--- config.mk ---
export PLATFORM = sky130hd
export DESIGN_NAME = lpModeRegs
export DESIGN_NICKNAME = d
export VERILOG_FILES = /design/src/rtl/lpModePkg.sv /design/src/rtl/lpBusCtrl.sv /design/src/rtl/lpRegFile.sv /design/src/rtl/lpModeRegs.sv
export SDC_FILE = /design/constraint.sdc
export NUM_CORES = 1
export LEC_CHECK = 0
export BUFFER_PORTS_ARGS = -buffer_cell sky130_fd_sc_hd__buf_2
export CORE_MARGIN = 4
export CORE_UTILIZATION = 29
export CTS_BUF_LIST = sky130_fd_sc_hd__clkbuf_4 sky130_fd_sc_hd__clkbuf_8 sky130_fd_sc_hd__clkbuf_16
export CTS_CLUSTER_DIAMETER = 30
export DETAILED_ROUTE_END_ITERATION = 12
export GPL_ROUTABILITY_DRIVEN = 0
export GPL_TIMING_DRIVEN = 1
export PLACE_DENSITY_LB_ADDON = 0.1
export SYNTH_ARGS = -nofsm -noshare
export SYNTH_HDL_FRONTEND = slang
export SYNTH_HIERARCHICAL = 1
export SYNTH_SLANG_ARGS = --single-unit
--- constraint.sdc ---
create_clock -name pclk -period 1.85 [get_ports pclk]
set_input_delay 0.0925 -clock pclk [delete_from_list [all_inputs] [get_ports pclk]]
set_output_delay 0.0925 -clock pclk [all_outputs]
set_load 0.05 [all_outputs]
--- src/rtl/lpModePkg.sv ---
package lpModePkg;

  typedef enum logic [1:0] {
    MODE_RUN     = 2'd0,
    MODE_STOP_ON = 2'd1,
    MODE_STOP_LP = 2'd2,
    MODE_STANDBY = 2'd3
  } lpMode_e;

  typedef enum logic [1:0] {
    SEL_NONE = 2'd0,
    SEL_CMD  = 2'd1,
    SEL_STAT = 2'd2
  } regSel_e;

  typedef struct packed {
    logic    wrCmd;
    logic    wrStat;
    regSel_e rdSel;
  } busStrobe_t;

  // command word bit positions
  localparam int CMD_LPREG = 0;
  localparam int CMD_SBYSEL = 1;
  localparam int CMD_CLRWK = 2;
  localparam int CMD_CLRSB = 3;

  // status word bit positions
  localparam int ST_WKF = 0;
  localparam int ST_SBF = 1;
  localparam int ST_PVD = 2;
  localparam int ST_RDY = 3;
  localparam int ST_WPEN = 8;
  localparam int ST_BREN = 9;

endpackage

--- src/rtl/lpBusCtrl.sv ---
module lpBusCtrl
  import lpModePkg::*;
#(
  parameter int ADDR_W    = 8,
  parameter int STAT_WAIT = 2
) (
  input  logic              pclk,
  input  logic              rstn,
  input  logic              psel,
  input  logic              penable,
  input  logic              pwrite,
  input  logic [ADDR_W-1:0] paddr,
  output logic              pready,
  output logic              pslverr,
  output busStrobe_t        strobe
);

  localparam int CNT_W = (STAT_WAIT > 0) ? $clog2(STAT_WAIT + 1) : 1;
  localparam int IDX_W = ADDR_W - 2;
  localparam logic [CNT_W-1:0] WAIT_LAST = CNT_W'(STAT_WAIT);

  logic [CNT_W-1:0] waitCnt;
  logic [IDX_W-1:0] wordIdx;
  logic isCmd, isStat, access, needWait, done;

  assign wordIdx = paddr[ADDR_W-1:2];
  assign isCmd   = (wordIdx == IDX_W'(0));
  assign isStat  = (wordIdx == IDX_W'(1));
  assign access  = psel & penable;

  // status reads stall until the counter reaches the wait count
  assign needWait = access & ~pwrite & isStat & (waitCnt != WAIT_LAST);
  assign pready   = ~needWait;
  assign pslverr  = 1'b0;
  assign done     = access & pready;

  always_ff @(posedge pclk or negedge rstn) begin
    if (!rstn)         waitCnt <= '0;
    else if (needWait) waitCnt <= waitCnt + CNT_W'(1);
    else               waitCnt <= '0;
  end

  always_comb begin
    strobe.wrCmd  = done & pwrite & isCmd;
    strobe.wrStat = done & pwrite & isStat;
    strobe.rdSel  = SEL_NONE;
    if (access && !pwrite) begin
      if (isCmd)       strobe.rdSel = SEL_CMD;
      else if (isStat) strobe.rdSel = SEL_STAT;
    end
  end

endmodule

--- src/rtl/lpRegFile.sv ---
module lpRegFile
  import lpModePkg::*;
#(
  parameter int CLR_DLY = 2
) (
  input  logic        pclk,
  input  logic        sysRstn,
  input  logic        porRstn,
  input  logic        bkpRstn,
  input  busStrobe_t  strobe,
  input  logic [31:0] pwdata,
  input  logic        sbyEvt,
  input  logic        wkupEvt,
  input  logic        bregRdyIn,
  input  logic        pvdIn,
  input  logic        deepSleepReq,
  output logic [31:0] prdata,
  output logic [1:0]  lpMode,
  output logic        bregEn,
  output logic        wkupPinEn,
  output logic        sbyFlag,
  output logic        wkupFlag
);

  logic sbySel, lpReg, bregRdy;
  logic sbyClr, wkClrReq, wkClr;
  logic [CLR_DLY-1:0] clrPipe;
  logic [31:0] cmdWord, statWord;
  lpMode_e modeNext;

  assign sbyClr   = strobe.wrCmd & pwdata[CMD_CLRSB];
  assign wkClrReq = strobe.wrCmd & pwdata[CMD_CLRWK];

  // command word: system reset domain
  always_ff @(posedge pclk or negedge sysRstn) begin
    if (!sysRstn) begin
      sbySel <= 1'b0;
      lpReg  <= 1'b0;
    end else if (strobe.wrCmd) begin
      sbySel <= pwdata[CMD_SBYSEL];
      lpReg  <= pwdata[CMD_LPREG];
    end
  end

  // delayed wakeup-flag clear
  generate
    if (CLR_DLY == 1) begin : gSingle
      always_ff @(posedge pclk or negedge sysRstn) begin
        if (!sysRstn) clrPipe <= '0;
        else          clrPipe <= wkClrReq;
      end
    end else begin : gShift
      always_ff @(posedge pclk or negedge sysRstn) begin
        if (!sysRstn) clrPipe <= '0;
        else          clrPipe <= {clrPipe[CLR_DLY-2:0], wkClrReq};
      end
    end
  endgenerate
  assign wkClr = clrPipe[CLR_DLY-1];

  // flags and pin enable: power reset domain, set wins over clear
  always_ff @(posedge pclk or negedge porRstn) begin
    if (!porRstn) begin
      sbyFlag   <= 1'b0;
      wkupFlag  <= 1'b0;
      wkupPinEn <= 1'b0;
    end else begin
      if (sbyEvt)      sbyFlag <= 1'b1;
      else if (sbyClr) sbyFlag <= 1'b0;
      if (wkupEvt)     wkupFlag <= 1'b1;
      else if (wkClr)  wkupFlag <= 1'b0;
      if (strobe.wrStat) wkupPinEn <= pwdata[ST_WPEN];
    end
  end

  // backup regulator enable: backup domain only
  always_ff @(posedge pclk or negedge bkpRstn) begin
    if (!bkpRstn)           bregEn <= 1'b0;
    else if (strobe.wrStat) bregEn <= pwdata[ST_BREN];
  end

  assign bregRdy = bregEn & bregRdyIn;

  always_comb begin
    cmdWord = '0;
    cmdWord[CMD_SBYSEL] = sbySel;
    cmdWord[CMD_LPREG]  = lpReg;
    statWord = '0;
    statWord[ST_BREN] = bregEn;
    statWord[ST_WPEN] = wkupPinEn;
    statWord[ST_RDY]  = bregRdy;
    statWord[ST_PVD]  = pvdIn;
    statWord[ST_SBF]  = sbyFlag;
    statWord[ST_WKF]  = wkupFlag;
  end

  always_comb begin
    unique case (strobe.rdSel)
      SEL_CMD:  prdata = cmdWord;
      SEL_STAT: prdata = statWord;
      default:  prdata = '0;
    endcase
  end

  always_comb begin
    if (!deepSleepReq) modeNext = MODE_RUN;
    else if (sbySel)   modeNext = MODE_STANDBY;
    else if (lpReg)    modeNext = MODE_STOP_LP;
    else               modeNext = MODE_STOP_ON;
  end
  assign lpMode = modeNext;

endmodule

--- src/rtl/lpModeRegs.sv ---
module lpModeRegs
  import lpModePkg::*;
#(
  parameter int ADDR_W    = 8,
  parameter int STAT_WAIT = 2,
  parameter int CLR_DLY   = 2
) (
  input  logic              pclk,
  input  logic              porRstn,
  input  logic              sysRstn,
  input  logic              bkpRstn,
  input  logic              psel,
  input  logic              penable,
  input  logic              pwrite,
  input  logic [ADDR_W-1:0] paddr,
  input  logic [31:0]       pwdata,
  output logic [31:0]       prdata,
  output logic              pready,
  output logic              pslverr,
  input  logic              sbyEvt,
  input  logic              wkupEvt,
  input  logic              bregRdyIn,
  input  logic              pvdIn,
  input  logic              deepSleepReq,
  output logic [1:0]        lpMode,
  output logic              bregEnOut,
  output logic              wkupPinEn
);

  busStrobe_t strobe;
  logic sysRstnEff;
  logic sbyFlag, wkupFlag;

  // a power reset also resets the system domain
  assign sysRstnEff = sysRstn & porRstn;

  lpBusCtrl #(.ADDR_W(ADDR_W), .STAT_WAIT(STAT_WAIT)) u_ctrl (
    .pclk(pclk), .rstn(sysRstnEff), .psel(psel), .penable(penable),
    .pwrite(pwrite), .paddr(paddr), .pready(pready), .pslverr(pslverr),
    .strobe(strobe)
  );

  lpRegFile #(.CLR_DLY(CLR_DLY)) u_regs (
    .pclk(pclk), .sysRstn(sysRstnEff), .porRstn(porRstn), .bkpRstn(bkpRstn),
    .strobe(strobe), .pwdata(pwdata), .sbyEvt(sbyEvt), .wkupEvt(wkupEvt),
    .bregRdyIn(bregRdyIn), .pvdIn(pvdIn), .deepSleepReq(deepSleepReq),
    .prdata(prdata), .lpMode(lpMode), .bregEn(bregEnOut),
    .wkupPinEn(wkupPinEn), .sbyFlag(sbyFlag), .wkupFlag(wkupFlag)
  );

endmodule

==> flow_metrics.tcl, run 1 <==
set metrics [dict create \
    outcome "completed" \
    endpoint_kind_of_the_worst_setup_timing_path "primary output" \
    n_fill_cell 260 \
    synth_enable_flop_cells 0 \
    route.detailed.wl_per_inst_um 10.4 \
    die_y_um 58.8 \
    critPathLaunchType "input pin" \
    worst_hold_slack_ns 0.0207 \
    min_path_cells 2 \
    type_of_the_worst_setup_path "input pin to primary output" \
    syn_avg_cell_area_sq_um 9.22 \
    synth.top_cells.by_count "buf_4, dfrtp_1, inv_1, nor2_1" \
    hold_viol 0 \
    net_total_in_the_final_layout 181 \
    clock_tree.buffer_depth 2 \
    antenna_cells_inserted 0 \
    final_cell_area_sq_mm 0.00109 \
    design.die.area_sq_mm 0.00345 \
    cts.sinks 10 \
    synth.distinct_cells 25 \
    worstPathRequired_ns 1.76 \
    clk_root_buffer_cell "clkbuf_4" \
    rsz0062_at_grt "yes" \
    placed_cell_area_sq_um 937 \
    final_util_pct 44.0 \
    first_iter_violations 6 \
    drc 0 \
    syn_area_sq_um 747 \
    worst_skew_pair.late_latency_ns 0.26 \
    layout-drive-gt1-share_pct 48.0 \
    hold_end "u_regs/wkupFlag$_DFFE_PN0P_" \
    standard_cell_row_count 18 \
    synth_sequential_area_ratio_pct 33.5 \
    holdCritPathClass "input pin to register" \
    grtUsageTotal_pct 9.68 \
    grt-ovfl-total 0 \
    fin_skew_ns 0.00417 \
    placement.io_buffers 34 \
    crit_path_max_fanout 3 \
    antenna_found_initial 0 \
    drv_cap 0 \
    yosysTopAreaCell "dfrtp_1" \
    setup_violations 0 \
    dp_hpwl_um 1360 \
    postSynth.asyncResetShare_pct 100 \
    post_cts_setup_repair_bufs 0 \
    grt_pass1_wl_um 2530 \
    die_w_um 58.8 \
    clock.fmax_mhz 542 \
    cts_tree "built" \
    cp.arrival_ns 1.75 \
    synth_cells 81 \
    worst_r2r_path_depth 4 \
    floorplan.core_area_sq_mm 0.00248 \
    first_global_vias 586 \
    synth.ff_latch_count 10 \
    startpoint_of_the_lowest_slack_register_to_register_path "u_ctrl/waitCnt[0]$_DFF_PN0_" \
    ys_dominant_reg_cell "dfrtp_1" \
    clk_transition_reported_paths_ns 0.07 \
    cts_buffer_count 3 \
    maxSlewViolCount 0 \
    ys_warn_count 6 \
    post-synth-top-count-cell "buf_4" \
    final_min_period_over_clock_period_pct 99.7 \
    dr.pass1.iters 2 \
    final_antenna_net_count 0 \
    rr_endpoint "u_ctrl/waitCnt[1]$_DFF_PN0_" \
    drt_wl_total_um 1610 \
    cts.htree.levels 1 \
    ys_top_cells_by_area "dfrtp_1, buf_4, ha_1, mux2_2, inv_1" \
    grt_start_max_net_pins 7 \
    ios 90 \
    finalCriticalPeriod_ns 1.84 \
    via_per_inst 3.97 \
    power_density_mw_per_mm2 567 \
    worst_r2r_setup_slack_ns 0.72 \
    static-leakage-power_uw 0.000545 \
    vias_post_dr 616 \
    post_synthesis_to_final_layout_area_growth_pct 46.1 \
    timing.hold.worst.start "wkupEvt" \
    ir_drop_uv 377 \
    netlist.area_leader.share_pct 33.5 \
    initial_cell_density_of_the_core_pct 30.2 \
]
==> routing by layer <==
metal  wire, um  up-vias  track usage (%)
met5          0        -                0
met4          5        0             3.88
met3        126        2             2.19
met2        909       27             16.2
met1        569      286             11.9
li1           -      301                -
==> worst max path at each step <==
stage	start	endpoint
finish	paddr[5]	prdata[3]
global route	paddr[5]	prdata[3]
CTS	paddr[5]	prdata[3]
detailed placement	paddr[5]	prdata[3]
global placement	paddr[5]	prdata[3]
floorplan	paddr[5]	prdata[3]
==> critical path, stage by stage <==
cell	delay (ns)
buf_6	0.09
or4_4	0.57
nor4_4	0.26
inv_2	0.07
ha_4	0.30
and3b_2	0.21
buf_6	0.15
==> through the flow <==
step                total power (uW)  setup WS (ns)  setup TNS (ns)  std cells
floorplan                        433         0.0118               0        106
global placement                 422         -0.111          -0.299        147
detailed placement               423         -0.119          -0.324        147
CTS                              625        -0.0447         -0.0447        155
global route                     654        -0.0914         -0.0998        155
finish                           619        0.00595               0        155
==> power by group <==
part	internal [uW]	switching, uW	leakage, uW
sequential	224	4.91	0.000125
clock	119	71.7	0.0000210
combinational	36.5	163	0.000399
==> layout by cell type (no fill, tap or decap), drive strengths merged <==
| cell | n |
|---|---|
| buf | 39 |
| conb | 27 |
| dfrtp | 10 |
| inv | 5 |
| and2 | 5 |
| dlygate4sd3 | 4 |
| clkbuf | 4 |
| nor2 | 4 |
| mux2 | 3 |
| ha | 3 |
| nor4b | 2 |
| a22oi | 2 |
| a21o | 2 |
| nand2 | 2 |
| or4 | 2 |
| nor4 | 2 |
| nor3 | 2 |
| nand3 | 1 |
| nand2b | 1 |
| nand3b | 1 |
| and3b | 1 |
| o21a | 1 |
| o21ai | 1 |
| a21boi | 1 |
==> repair_timing <==
| action | 4_1_cts | 5_1_grt |
|---|---|---|
| pin swaps | 1 | 4 |
| resized for setup | 14 | 8 |
| hold endpoints to repair | 11 | 0 |
| setup endpoints to repair | 5 | 5 |
| gates cloned | 0 | 0 |
| hold buffers | 4 | 0 |
==> cell type report <==
type	count	area, sq um	area share (%)
Sequential cell	10	250	22.9
Tap cell	30	37.5	3.44
Multi-Input combinational cell	63	448	41.1
Inverter	5	18.8	1.72
Timing Repair Buffer	43	300	27.5
Clock buffer	4	36.3	3.33
==> state kept, by name, indices dropped and copies added, names as in the netlist <==
signal            count
u_regs/wkupPinEn      1
u_regs/clrPipe        2
u_regs/sbySel         1
u_regs/lpReg          1
u_regs/bregEn         1
u_ctrl/waitCnt        2
u_regs/wkupFlag       1
u_regs/sbyFlag        1
==> logic make-up (layout without fill, tap and decap cells) <==
family,count (synthesis),in the layout,synth area share (%)
AOI/OAI and AO/OA,7,7,6.70
adders and majority gates,3,3,5.03
buffers and inverters,33,52,30.3
DFF,10,10,33.5
muxes,3,3,4.52
other,2,27,1.01
and+or+nand+nor,23,23,18.9
Note: power is estimated with default switching activity, not from simulation.
==> inputs of run 2 (changes only) <==
--- a/config.mk
+++ b/config.mk
@@ -13,7 +13,8 @@
 export DETAILED_ROUTE_END_ITERATION = 12
 export GPL_ROUTABILITY_DRIVEN = 0
 export GPL_TIMING_DRIVEN = 1
-export PLACE_DENSITY_LB_ADDON = 0.1
+export HOLD_SLACK_MARGIN = 0.12
+export PLACE_DENSITY_LB_ADDON = 0.08
 export SYNTH_ARGS = -nofsm -noshare
 export SYNTH_HDL_FRONTEND = slang
 export SYNTH_HIERARCHICAL = 1
==> flow_metrics.tcl, run 2 (same netlist as run 1, synthesis figures left out) <==
set metrics [dict create \
    outcome "complete, but fails checks" \
    failed_checks "setup timing" \
    standard_cell_row_count 18 \
    route.detailed.wl_per_inst_um 10.9 \
    cp.arrival_ns 1.76 \
    cts.sinks 10 \
    antenna_found_initial 0 \
    clock_tree.buffer_depth 2 \
    maxSlewViolCount 0 \
    power.combinational.fraction_pct 36.6 \
    critPathLaunchType "input pin" \
    fin_skew_ns 0.000232 \
    grtUsageTotal_pct 10.0 \
    timing.critical_path.slowest_cell_delay_ns 0.57 \
    floorplan.core_area_sq_mm 0.00248 \
    drc 0 \
    clk_transition_reported_paths_ns 0.06 \
    rsz0062_at_grt "yes" \
    layout.cells.most_common "buf_2" \
    final_cells 161 \
    placement.io_buffers 34 \
    net_total_in_the_final_layout 188 \
    groute.layer.met1.usage_pct 11.4 \
    final_antenna_net_count 0 \
    drt_wl_total_um 1750 \
    path_delay_family "simple AND/OR/NAND/NOR gates" \
    worst_path_most_repeated_cell "buf_6" \
    worst_skew_pair.late_latency_ns 0.25 \
    first_global_vias 596 \
    worst-path-buf-inv 3 \
    internal-power_uw 345 \
    via_per_inst 3.92 \
    setup_ws_ns -0.00182 \
    seq_power_share_pct 39.6 \
    ir_drop_uv 325 \
    grt_util_met2_pct 17.8 \
    power_switching_share_pct 40.5 \
    worstPathRequired_ns 1.76 \
    largestRegisters "u_ctrl/waitCnt (2), u_regs/clrPipe (2)" \
    n_fill_cell 253 \
    vias_post_dr 631 \
    crit_path_max_fanout 3 \
    design.die.area_sq_mm 0.00345 \
    antenna_cells_inserted 0 \
    drv_cap 0 \
    power.net_switching_uw 234 \
    static-leakage-power_uw 0.000567 \
    rr_endpoint "u_ctrl/waitCnt[1]$_DFF_PN0_" \
    cts.htree.levels 1 \
    grt_use_met3_pct 2.41 \
    cts_tree "built" \
    finalCriticalPeriod_ns 1.85 \
    global_route.peak_usage_layer "met2" \
    dr.pass1.iters 2 \
    power_density_mw_per_mm2 504 \
    setup-tns-final_ns -0.00182 \
    first_iter_violations 8 \
    combined_area_of_the_multi_input_logic_cells_sq_um 448 \
    holdCritPathClass "input pin to asynchronous set/reset pin" \
    initial_cell_density_of_the_core_pct 30.2 \
    grt_pass1_wl_um 2610 \
    clock_power_share_pct 23.9 \
    grt_start_max_net_pins 7 \
    die_w_um 58.8 \
    clock.fmax_mhz 540 \
    fin_total_pwr_uw 579 \
    area.sequential_sq_um 250 \
    die_y_um 58.8 \
    most-common-layout-cells "buf_2, conb_1, dlygate4sd3_1, dfrtp_1, inv_1" \
    instance_count_after_placement_with_tap_cells_included 147 \
    critical_path.cell_chain "buf_6, or4_4, nor4_4, inv_1, ha_4, and3b_2, buf_6" \
    layout-drive-gt1-share_pct 44.3 \
    type_of_the_worst_setup_path "input pin to primary output" \
    dp_hpwl_um 1360 \
    hold_viol 0 \
    post_synthesis_to_final_layout_area_growth_pct 53.6 \
    worst_r2r_path_depth 4 \
    endpoint_kind_of_the_worst_setup_timing_path "primary output" \
    setup_violations 1 \
    cpMaxStageDelayCell "or4_4" \
    final_min_period_over_clock_period_pct 100 \
    cts_buffer_count 3 \
    startpoint_of_the_lowest_slack_register_to_register_path "u_ctrl/waitCnt[0]$_DFF_PN0_" \
    worst_r2r_setup_slack_ns 0.77 \
    ios 90 \
    grt-ovfl-total 0 \
    clk_root_buffer_cell "clkbuf_4" \
]
[run 2: timing repair]
| item | in CTS | in global routing |
|---|---|---|
| endpoints found under the hold margin | 17 | 0 |
| hold buffers | 11 | 0 |
| resized for setup | 10 | 11 |
| setup buffers | 0 | 0 |
| cloned | 0 | 0 |
| setup endpoints to repair | 5 | 5 |
| pin swaps | 2 | 2 |
[run 2: worst max-delay path by stage]
stage	start	to	slack [ns]	depth (start not counted)
floorplan	paddr[5]	prdata[3]	0.01	7
global placement	paddr[5]	prdata[3]	-0.11	7
detailed placement	paddr[5]	prdata[3]	-0.11	7
CTS	paddr[5]	prdata[3]	-0.03	7
global route	paddr[5]	prdata[3]	-0.09	7
finish	paddr[5]	prdata[3]	-0.002	7
[run 2: stage by stage]
step	util (%)	area, sq um	setup WS (ns)	hold slack (ns)
global placement	37.8	937	-0.107	-0.133
floorplan	-	906	0.0118	-0.203
CTS	44.5	1100	-0.0269	0.127
detailed placement	37.8	937	-0.105	-0.131
finish	46.3	1150	-0.00182	0.158
global route	46.3	1150	-0.0920	0.154
[run 2: final cells by class]
type | instances | area share, %
clock buffer | 3 | 1.96
inverter | 5 | 1.64
multi-input combinational | 63 | 39.0
sequential | 10 | 21.8
tap | 30 | 3.27
timing repair buffer | 50 | 32.3
[run 2: power groups by stage]
stage                     Clock, uW  Combinational [uW]  Sequential (uW)
after floorplan                   0                 194              238
after global placement            0                 189              232
after detailed placement          0                 190              232
after CTS                       147                 208              229
after global routing            161                 223              230
final                           138                 212              229
[run 2: metal layers]
metal,part of all wire [%],wire [um]
met4,0.34,6
met1,35,609
met3,7.2,126
met2,57,1010
met5,0,0
